==> config.mk <==
export PLATFORM = sky130hd
export DESIGN_NAME = burst_col_gen
export DESIGN_NICKNAME = d
export VERILOG_FILES = /design/src/rtl/burst_col_pkg.sv /design/src/rtl/burst_beat_ctrl.sv /design/src/rtl/burst_addr_map.sv /design/src/rtl/burst_col_gen.sv
export SDC_FILE = /design/constraint.sdc
export NUM_CORES = 1
export LEC_CHECK = 0
export ABC_AREA = 0
export BUFFER_PORTS_ARGS = -buffer_cell sky130_fd_sc_hd__buf_2
export CORE_MARGIN = 8
export CORE_UTILIZATION = 30
export DETAILED_ROUTE_END_ITERATION = 10
export PLACE_DENSITY = 0.57
export SLEW_MARGIN = 20
export SYNTH_ARGS = -nofsm -noshare
export SYNTH_HDL_FRONTEND = slang
export SYNTH_SLANG_ARGS = --single-unit
==> constraint.sdc <==
create_clock -name clk_i -period 2 [get_ports clk_i]
set_input_delay 0.2 -clock clk_i [delete_from_list [all_inputs] [get_ports clk_i]]
set_output_delay 0.2 -clock clk_i [all_outputs]
set_load 0.02 [all_outputs]
==> src/rtl/burst_col_pkg.sv <==
package burst_col_pkg;
  localparam int unsigned BEAT_W = 3;  // up to 8 beats

  typedef enum logic [1:0] {
    BLEN_2  = 2'd0,
    BLEN_4  = 2'd1,
    BLEN_8  = 2'd2,
    BLEN_8A = 2'd3
  } blen_e;

  function automatic logic [BEAT_W-1:0] blen_mask(input logic [1:0] code);
    case (blen_e'(code))
      BLEN_2:  return 3'b001;
      BLEN_4:  return 3'b011;
      default: return 3'b111;
    endcase
  endfunction
endpackage

==> src/rtl/burst_beat_ctrl.sv <==
module burst_beat_ctrl
  import burst_col_pkg::*;
(
  input  logic              clk_i,
  input  logic              rst_ni,
  input  logic              start_i,
  input  logic [1:0]        bl_sel_i,
  output logic [BEAT_W-1:0] beat_o,
  output logic [BEAT_W-1:0] mask_o,
  output logic              valid_o,
  output logic              last_o
);
  logic [BEAT_W-1:0] beat_q, mask_q;
  logic              valid_q;

  always_ff @(posedge clk_i or negedge rst_ni) begin
    if (!rst_ni) begin
      beat_q  <= '0;
      mask_q  <= '0;
      valid_q <= 1'b0;
    end else if (start_i) begin
      beat_q  <= '0;
      mask_q  <= blen_mask(bl_sel_i);
      valid_q <= 1'b1;
    end else if (valid_q) begin
      if (beat_q == mask_q) valid_q <= 1'b0;
      else                  beat_q  <= beat_q + 1'b1;
    end
  end

  assign beat_o  = beat_q;
  assign mask_o  = mask_q;
  assign valid_o = valid_q;
  assign last_o  = valid_q && (beat_q == mask_q);

  p_last_valid_r6: assert property (@(posedge clk_i) disable iff (!rst_ni)
    last_o |-> valid_o);
  p_start_beat0_r2: assert property (@(posedge clk_i) disable iff (!rst_ni)
    start_i |=> (valid_o && beat_o == '0));
  p_beat_step_r3: assert property (@(posedge clk_i) disable iff (!rst_ni)
    (valid_o && !last_o && !start_i) |=> (valid_o && beat_o == $past(beat_o) + 1'b1));
  p_end_after_last_r7: assert property (@(posedge clk_i) disable iff (!rst_ni)
    (last_o && !start_i) |=> !valid_o);
endmodule

==> src/rtl/burst_addr_map.sv <==
module burst_addr_map
  import burst_col_pkg::*;
#(
  parameter int unsigned COL_W = 8
) (
  input  logic [COL_W-1:0]  base_i,
  input  logic [BEAT_W-1:0] beat_i,
  input  logic [BEAT_W-1:0] mask_i,
  input  logic              interleave_i,
  output logic [COL_W-1:0]  col_o
);
  logic [BEAT_W-1:0] seq_low;
  assign seq_low = base_i[BEAT_W-1:0] + beat_i;

  for (genvar i = 0; i < COL_W; i++) begin : g_bit
    if (i < BEAT_W) begin : g_low
      logic off;
      assign off      = interleave_i ? (base_i[i] ^ beat_i[i]) : seq_low[i];
      assign col_o[i] = mask_i[i] ? off : base_i[i];
    end else begin : g_high
      assign col_o[i] = base_i[i];
    end
  end
endmodule

==> src/rtl/burst_col_gen.sv <==
module burst_col_gen
  import burst_col_pkg::*;
#(
  parameter int unsigned COL_W = 8
) (
  input  logic             clk_i,
  input  logic             rst_ni,
  input  logic             start_i,
  input  logic [COL_W-1:0] start_col_i,
  input  logic [1:0]       bl_sel_i,
  input  logic             interleave_i,
  output logic [COL_W-1:0] col_o,
  output logic             valid_o,
  output logic             last_o
);
  logic [COL_W-1:0]  base_q;
  logic              ilv_q;
  logic [BEAT_W-1:0] beat, mask;

  always_ff @(posedge clk_i or negedge rst_ni) begin
    if (!rst_ni) begin
      base_q <= '0;
      ilv_q  <= 1'b0;
    end else if (start_i) begin
      base_q <= start_col_i;
      ilv_q  <= interleave_i;
    end
  end

  burst_beat_ctrl u_ctrl (
    .clk_i   (clk_i),
    .rst_ni  (rst_ni),
    .start_i (start_i),
    .bl_sel_i(bl_sel_i),
    .beat_o  (beat),
    .mask_o  (mask),
    .valid_o (valid_o),
    .last_o  (last_o)
  );

  burst_addr_map #(.COL_W(COL_W)) u_map (
    .base_i      (base_q),
    .beat_i      (beat),
    .mask_i      (mask),
    .interleave_i(ilv_q),
    .col_o       (col_o)
  );

  p_beat0_col_r2: assert property (@(posedge clk_i) disable iff (!rst_ni)
    start_i |=> (col_o == $past(start_col_i)));
  p_upper_fixed_r4: assert property (@(posedge clk_i) disable iff (!rst_ni)
    (valid_o && !last_o && !start_i) |=> $stable(col_o[COL_W-1:BEAT_W]));
endmodule

* Yosys cells after proc, flatten, opt, wreduce, memory -nomap -nowiden
Index checks and enable logic that the tools add are counted. W data, S select, Z words.
Operators by class: $add $sub $neg 2, $mul 0, div/mod/pow operators 0, magnitude comparators 0, eq/ne operators 3, shift-type cells 0, multiplexer cells 13, bitwise logic cells 3, reduce and logical (&&, ||, !) cells 4
Operator list (count):
- $mux W1 | 9
- $mux W3 | 3
- $pmux W3 S2 | 1
- $add A3 B1 Y3 const B | 1
- $add A3 B3 Y3 | 1
- $eq A3 B3 Y1 | 1
- $xor A1 B1 Y1 | 3
- $eq A2 B1 Y1 const B | 1
- $logic_not A2 Y1 | 1
- $ne A2 B2 Y1 const B | 1
- $reduce_and A2 Y1 | 1
- $reduce_bool A2 Y1 | 1
- $logic_and A1 B1 Y1 | 1
Word-level totals: bits in registers 16, latch bits 0, memory bits (writable) 0, ROM bits 0, input bits 14, output and inout port bits 10, word-level logic and storage cells 30, memories 0

* Depth between registers and ports, before layout
Gate-level depths: netlist of the first run.
word-level depth 4, mapped depth 6, depth with buffers taken out 6

* Modules after synthesis
From an unflattened synthesis of the first run, not the netlist that was laid out.
Second synthesis, totals: cell total of the unflattened synthesis 78, area total of the unflattened synthesis 923.4 µm²
Modules (own cells, without submodules):
- burst_beat_ctrl | times used 1, cells an instance 40, area each 401.6 µm², sequential area each 175.2 µm²
- burst_col_gen | times used 1, cells an instance 19, area each 371.6 µm², sequential area each 225.2 µm²
- burst_addr_map | times used 1, cells an instance 19, area each 150.1 µm², sequential area each 0.0 µm²

* Worst setup path after synthesis of the first run
OpenSTA, ideal clock, no wires.
path kind register to output, from register u_ctrl.beat_q[0], in the netlist u_ctrl.beat_o[0], to output port col_o[2], arrival 1577 ps, data required time 1800 ps, slack 223 ps, cell stages (with the launch flop) 7, buffers on the path 0, cells stage by stage dfrtp_1 -> ha_1 -> inv_1 -> fa_1 -> nor3_1 -> o21ai_1 -> xnor2_1
Between the ends: longest elaborated chain between the ends 3
Ends and longest elaborated chain:
- start: declaration | line burst_beat_ctrl.sv:13 | logic [BEAT_W-1:0] beat_q, mask_q;
- start signal: assignment | line burst_beat_ctrl.sv:27 | else beat_q <= beat_q + 1'b1;
- $add A3 B3 Y3 | line burst_addr_map.sv:13 | assign seq_low = base_i[BEAT_W-1:0] + beat_i;
- $mux W1 | line burst_addr_map.sv:18 | assign off = interleave_i ? (base_i[i] ^ beat_i[i]) : seq_low[i];
- $mux W1 | line burst_addr_map.sv:19 | assign col_o[i] = mask_i[i] ? off : base_i[i];
- end: declaration | line burst_col_gen.sv:12 | output logic [COL_W-1:0] col_o,
Every way passes these cells.

* Worst setup path after layout of the first run
Same ends and word-level chain as after synthesis.

==> results of run 1 <==
-- state kept, by name, indices dropped and copies added (netlist names) --
register / count
u_ctrl.valid_o: 1
base_q: 8
u_ctrl.mask_o: 3
u_ctrl.beat_o: 3
ilv_q: 1
-- routing by layer --
layer / track usage / up-vias / share of wire
met4: 0.0313 / 0 / 0.0035
met1: 0.0899 / 321 / 0.47
met5: 0 / - / 0
met3: 0.0155 / 2 / 0.027
met2: 0.117 / 14 / 0.49
li1: - / 330 / -
-- cell families (layout without fill, tap and decap cells) --
kind of cell / Yosys count / count (layout) / synth area share
adder cells (fa/ha/maj): 4 / 4 / 0.0648
XOR/XNOR: 4 / 4 / 0.0479
multiplexers: 11 / 11 / 0.138
flip-flops: 16 / 16 / 0.451
AND/OR/NAND/NOR: 21 / 21 / 0.135
buffers and inverters: 11 / 34 / 0.0704
AO/OA/AOI/OAI: 13 / 13 / 0.0930
-- path summary, 6_finish.rpt --
path | start | to | slack (ns) | cells after the start
setup / recovery | u_ctrl.beat_o[0] | col_o[2] | 0.02 | 7
hold / removal | start_col_i[1] | base_q[1] | 0.13 | 3
setup reg to reg | u_ctrl.beat_o[0] | u_ctrl.beat_o[0] | 0.54 | 4
hold reg to reg | base_q[4] | base_q[4] | 0.51 | 1
max in group asynchronous | rst_ni | u_ctrl.beat_o[1] | 1.34 | 2
min in group asynchronous | rst_ni | base_q[4] | 0.37 | 2
-- layout by cell type (no fill, tap or decap), types with 3 or more instances in the layout --
master and instances:
clkbuf_4 3, dfrtp_1 15, nor2_1 3, nand3_1 3, buf_4 4, inv_1 3
mux2_2 10, o21ai_0 4, buf_2 21
-- layout make-up --
type	count	area, um2
clock buffers	4	36.3
flip-flops and latches	16	402
well taps	31	38.8
repair buffers	26	145
multi-input cells	53	445
inverters	4	15.0
fillers	284	1700
-- where the power goes --
part	total (W)	internal (W)	switching [W]	leakage (nW)
sequential	0.000457	0.000382	0.0000756	0.182
combinational	0.000548	0.000248	0.000301	0.279
clock	0.000209	0.000111	0.0000979	0.0210
total	0.00121	0.000740	0.000474	0.483
-- stage by stage --
step / TNS, ns / util
5_1_grt: -0.140 / 0.389
6_report: 0 / 0.389
3_5_place_dp: 0 / 0.360
3_3_place_gp: 0 / 0.360
2_1_floorplan: 0 / -
4_1_cts: -0.0139 / 0.384
-- repair_timing --
action	in CTS	in global routing
cloned	0	0
hold endpoints to repair	16	0
resized for setup	6	4
setup endpoints to repair	2	2
pin swaps	3	2
hold buffers	1	0
buffers inserted	1	0
-- tightest hold or removal path, stage by stage --
cell,delay [ns]
buf_2,0.08
nand2_1,0.04
o21ai_0,0.06
==> results.rst, run 1 <==
.. list-table::
   :header-rows: 1

   * - Metric
     - Value
   * - Router iterations before antenna repair
     - 4
   * - Class of the worst hold path
     - in2reg
   * - Run status
     - complete, no violations
   * - Total leakage power
     - roughly 0.48 nW
   * - Number of register bits inferred by synthesis
     - 16
   * - Placed wire-length estimate after detailed placement
     - 1310 um
   * - Slew Viols, Final
     - 0
   * - Yosys Warn Count
     - 0
   * - Clock-pin slew reported for the worst setup and hold paths after clock tree synthesis
     - ~0.090 ns
   * - Fin. Hold Viols
     - 0
   * - Signal arrival time at the worst endpoint
     - roughly 1.8 ns
   * - Initial DRC count
     - 11
   * - TritonCTS buffer count
     - 3
   * - Std cell rows
     - 19
   * - Total via count after detailed routing
     - between 600 and 700
   * - Area of the die
     - 4960 um2
   * - Transition time at the pin with the least slew margin
     - between 0.4 and 0.5 ns
   * - Per-cell via count in the routed design
     - roughly 5.0
   * - Place WS
     - ~0.26 ns
   * - Max-slew headroom
     - 0.693
   * - Top cell family by delay on the critical path
     - adder cells
   * - CTS root buf
     - clkbuf_4
   * - Buffering stage count on the worst path with inverters included
     - 2
   * - Type of element launching the critical path
     - flop
   * - Floorplan die height
     - slightly above 70 um
   * - Final hold slack
     - 0.129 ns
   * - Maximum root-to-sink buffer count
     - 2
   * - Count of non-filler cells in the finished layout
     - 134
   * - Period Utilization, post-route
     - 0.991
   * - Commonest cells post-synth
     - 16 x dfrtp_1, 10 x mux2_2, 5 x buf_4
   * - Yosys top cell by area
     - dfrtp_1
   * - Depth of the CTS H-tree
     - 1
   * - Initial core utilization
     - 0.319
   * - Remaining number of nets flagged by the antenna check after routing
     - 0
   * - Final period demand of the worst path
     - between 1.5 and 2 ns
   * - Critical path start-end classification
     - reg2out
   * - Number of port buffers
     - 23
   * - Slowest stage delay, CP
     - 0.37 ns
   * - Final total power
     - 0.00121 W
   * - Unrepaired setup endpoints after global routing
     - true
   * - Last weighted congestion value of the routability-driven placer
     - 0.758
   * - Number of antenna violations at the first check in global routing
     - 0
   * - Maximum clock frequency
     - 0.504 GHz
   * - Largest cells by area after synthesis
     - dfrtp_1 45%, mux2_2 13%, buf_4 4.2%
   * - Routed wire length per instance
     - between 10 and 15 um
   * - Setup slack of the critical path after layout
     - around 0.017 ns
   * - Drt drc
     - 0
   * - Clock insertion delay at the later pin of the skew report
     - 0.28 ns
   * - Count of antenna diodes in the layout
     - 0
   * - Layout Area Growth over Synthesis
     - 21.8%
   * - Ordered cell list for the critical path
     - ha_2 > inv_2 > fa_2 > o21a_1 > o21ai_2 > xnor2_1 > buf_4
   * - Number of cells after detailed placement
     - between 100 and 150
   * - Via count of the first global-routing pass
     - 701
   * - Sequential fraction of the synthesis area
     - 0.451
   * - Post-synth top area share
     - 0.451
   * - Maximum number of pins on one net before global-route repair
     - 23
   * - Async set or reset register ratio after synthesis
     - 1.00
   * - Number of enable-type register cells in the synthesized netlist
     - 0
   * - Max Clock Skew
     - about 0.00052 ns
   * - Data required time at the worst endpoint
     - around 1.8 ns
   * - Core Region
     - approximately 2800 um2
   * - Final Cell Area
     - roughly 1100 um2
   * - Cell variety after synth
     - 32
   * - Ratio of cells with drive above 1 in the final layout
     - 0.476
   * - Most frequent cell after synthesis
     - dfrtp_1
   * - CTS sink count
     - 16
   * - Instance area after placement
     - about 1000 um2
   * - TritonCTS clock tree
     - done
   * - Avg Synthesized Cell Area
     - roughly 11 um2
   * - Top-level port count
     - 24
   * - Max_cap viols
     - 0
   * - Total GRT Usage
     - 0.0724
   * - Wire length of the first global-routing pass
     - just over 3000 um
   * - Number of failing setup endpoints in the final timing report
     - 0
   * - Power per cell area
     - roughly 1100 nW/um2
   * - Die Width
     - between 70 and 80 um
   * - Net count reported at finish
     - approximately 120
   * - Highest net fanout along the worst path
     - 2
   * - Post-Synthesis Cell Area
     - between 800 and 900 um2
   * - Category of the worst setup path capture point
     - primary output
   * - Master of the slowest instance on the critical path
     - dfrtp_1
   * - Routed WL
     - 1730 um
   * - VDD IR-drop max
     - around 0.62 mV
   * - Mapped Cells
     - 80
   * - Final global-route overflow total
     - 0
   * - Primary flip-flop cell chosen by synthesis mapping
     - dfrtp_1
   * - Synthesized netlist net count
     - between 90 and 100
No activity file was read; power rests on OpenSTA's default activity.
==> inputs of run 2 (changes only) <==
Settings changed: CTS_BUF_LIST set to sky130_fd_sc_hd__clkbuf_16.
==> run 2 against run 1 <==
Combinational power fell by 3%. Design area rose by 2.3%. Sequential share of layout area fell by 0.84 points. First-iteration DRC count rose by 36%. Maximum frequency rose by 0.51%. Via count rose by 1.2%. Die area did not move. Clock skew rose by 0.00076 ns. Clock power rose by 84%. Hold slack improved by 0.043 ns. Largest cell class unchanged.
==> results.rst, run 2 (synthesis gave the netlist of run 1 again) <==
.. list-table::
   :header-rows: 1

   * - Metric
     - Value
   * - Maximum clock frequency
     - 0.507 GHz (+0.51%)
   * - Final global-route overflow total
     - 0 (unchanged)
   * - Commonest non-fill, non-tap cell in the layout
     - buf_2
   * - Last weighted congestion value of the routability-driven placer
     - 0.758 (unchanged)
   * - Maximum root-to-sink buffer count
     - 2 (unchanged)
   * - Number of failing setup endpoints in the final timing report
     - 0 (unchanged)
   * - Internal power
     - 0.000884 W (+19%)
   * - CTS root buf
     - clkbuf_16
   * - Fill cell total of the finished layout
     - 285 (+0.35%)
   * - Layout Area Growth over Synthesis
     - 24.6%
   * - Switching share of power
     - 0.354 (-0.0364)
   * - Total via count after detailed routing
     - 675 (+1.2%)
   * - Drt drc
     - 0 (unchanged)
   * - Largest register by flop count
     - base_q
   * - Number of cells after detailed placement
     - 128 (unchanged)
   * - Commonest non-fill, non-tap cells in the layout
     - 21 x buf_2, 15 x dfrtp_1, 10 x mux2_2
   * - Initial core utilization
     - 0.319 (unchanged)
   * - Routed WL
     - 1790 um (+3.8%)
   * - Placed wire-length estimate after detailed placement
     - 1310 um (unchanged)
   * - TritonCTS clock tree
     - done
   * - Critical path start-end classification
     - reg2out
   * - Die Width
     - 70.4 um (unchanged)
   * - Maximum number of pins on one net before global-route repair
     - 23 (unchanged)
   * - FF-to-FF Start
     - u_ctrl.beat_o[0]
   * - Clock insertion delay at the later pin of the skew report
     - 0.24 ns (-0.04 ns)
   * - Met2 global-route usage
     - 0.122 (+0.00503)
   * - Signal arrival time at the worst endpoint
     - 1.77 ns (about the same)
   * - Total GRT Usage
     - 0.0773 (+0.00492)
   * - Std cell rows
     - 19 (unchanged)
   * - Fin. Hold Viols
     - 0 (unchanged)
   * - Floorplan die height
     - 70.4 um (unchanged)
   * - Hold EP
     - base_q[1]
   * - Clock-pin slew reported for the worst setup and hold paths after clock tree synthesis
     - 0.05 ns (-0.04 ns)
   * - Router iterations before antenna repair
     - 4 (unchanged)
   * - Via count of the first global-routing pass
     - 707 (+0.86%)
   * - Final period demand of the worst path
     - 1.97 ns (-0.0101 ns)
   * - Class of the worst hold path
     - in2reg
   * - Total leakage power
     - 0.499 nW (+3.5%)
   * - Clock Power Share
     - 0.280 (+0.108)
   * - Max Clock Skew
     - 0.00128 ns (+0.000762 ns)
   * - Register area
     - 402 um2 (unchanged)
   * - Period Utilization, post-route
     - 0.986 (-0.00503)
   * - Most Used Layer, Global Route
     - met2
   * - Utilization after layout
     - 0.398 (+0.00900)
   * - Net count reported at finish
     - 122 (unchanged)
   * - Count of non-filler cells in the finished layout
     - 134 (unchanged)
   * - Depth of the CTS H-tree
     - 1 (unchanged)
   * - Initial DRC count
     - 15 (+4)
   * - Largest register FFs
     - 8 (unchanged)
   * - Start point of the critical path
     - u_ctrl.beat_o[0]
   * - Max_cap viols
     - 0 (unchanged)
   * - VDD IR-drop max
     - 0.681 mV (+11%)
   * - Number of port buffers
     - 23 (unchanged)
   * - Sequential group share of total power
     - 0.334 (-0.042)
   * - Remaining number of nets flagged by the antenna check after routing
     - 0 (unchanged)
   * - Category of the worst setup path capture point
     - primary output
   * - Cell count of the worst reg-to-reg path
     - 4 (unchanged)
   * - Transition time at the pin with the least slew margin
     - 0.458 ns (-0.000362 ns)
   * - Highest net fanout along the worst path
     - 2 (unchanged)
   * - Wire length of the first global-routing pass
     - 3190 um (+3.8%)
   * - Worst R2R End
     - u_ctrl.beat_o[0]
   * - Multi-input combinational cell area
     - 428 um2 (-3.9%)
   * - Run status
     - complete, no violations
   * - Per-cell via count in the routed design
     - 5.04 (+1.2%)
   * - Slew Viols, Final
     - 0 (unchanged)
   * - Routed wire length per instance
     - 13.4 um (+3.8%)
   * - Ratio of cells with drive above 1 in the final layout
     - 0.408 (-0.0680)
   * - Area of the die
     - 4960 um2 (unchanged)
   * - Start point of the worst hold path
     - start_col_i[1]
   * - Power per cell area
     - 1240 nW/um2 (+10%)
   * - Met3 global-route usage
     - 0.0184 (+0.00282)
   * - TritonCTS buffer count
     - 3 (unchanged)
   * - Unrepaired setup endpoints after global routing
     - true
   * - GR Layer Usage met1
     - 0.0956 (+0.00577)
   * - Number of antenna violations at the first check in global routing
     - 0 (unchanged)
   * - Core Region
     - 2780 um2 (unchanged)
   * - CTS sink count
     - 16 (unchanged)
   * - Top-level port count
     - 24 (unchanged)
   * - Switching power
     - 0.000484 W (+2.2%)
   * - Reg-to-reg setup timing slack
     - 0.55 ns (about the same)
   * - Combinational share of power
     - 0.386 (-0.066)
   * - Count of antenna diodes in the layout
     - 0 (unchanged)
   * - Max-slew headroom
     - 0.693 (about the same)
   * - Data required time at the worst endpoint
     - 1.80 ns (about the same)
   * - Type of element launching the critical path
     - flop
   * - Worst hold path depth
     - 3 (unchanged)
run 2: cell types whose count changed in the layout (fill, tap and decap cells not counted), sizes merged:
cell    delta
clkbuf     -1
clkinv     +1
run 2: critical path, stage by stage (launching register included):
cell and delay [ns]:
dfrtp_1 0.35, ha_1 0.14, inv_1 0.05, fa_1 0.37
o21a_1 0.18, o21ai_1 0.14, xnor2_1 0.14, buf_4 0.16
run 2: metal layers:
layer	share of wire	wire length (um)	up-vias
li1	-	-	330
met1	0.47	839	320
met2	0.48	865	19
met3	0.031	56	6
met4	0.018	33	0
met5	0	0	-
run 2: cell type report:
| cell class | count | area share |
|---|---|---|
| Inverter | 4 | 0.0136 |
| Multi-Input combinational cell | 53 | 0.386 |
| Timing Repair Buffer | 26 | 0.131 |
| Sequential cell | 16 | 0.363 |
| Clock buffer | 3 | 0.0678 |
| Clock inverter | 1 | 0.00339 |
| Tap cell | 31 | 0.0350 |
run 2: stage by stage:
step	setup WS, ns	cell area [um2]	setup TNS [ns]	hold slack [ns]	total power [W]
after floorplan	0.223	888	0	-0.0956	0.000823
after global routing	-0.0658	1110	-0.131	0.180	0.00147
after detailed placement	0.256	1000	0	0.133	0.000968
after CTS	0.00315	1090	0	0.168	0.00137
final	0.0274	1110	0	0.172	0.00137
after global placement	0.257	1000	0	0.133	0.000958
run 2: repair_timing:
action | in CTS | in global routing
hold buffers | 1 | 0
endpoints found under the setup margin | 1 | 2
gates resized for setup | 2 | 2
endpoints found under the hold margin | 16 | 0
buffers inserted | 0 | 1
pin swaps | 0 | 1
cloned | 0 | 0
run 2: how the worst max path moves through the flow:
| stage | slack (ns) | cells after the start | to |
|---|---|---|---|
| finish | 0.03 | 7 | col_o[2] |
| floorplan | 0.22 | 6 | col_o[2] |
| global placement | 0.26 | 7 | col_o[2] |
| detailed placement | 0.26 | 6 | col_o[2] |
| global route | -0.07 | 7 | col_o[1] |
| CTS | 0.003 | 7 | col_o[2] |
run 2: power by group through the flow:
stage                     Sequential, W  Clock (W)  Combinational [W]
after global routing           0.000467   0.000403           0.000604
final                          0.000457   0.000384           0.000529
after floorplan                0.000455          0           0.000368
after global placement         0.000452          0           0.000506
after CTS                      0.000458   0.000397           0.000520
after detailed placement       0.000460          0           0.000508
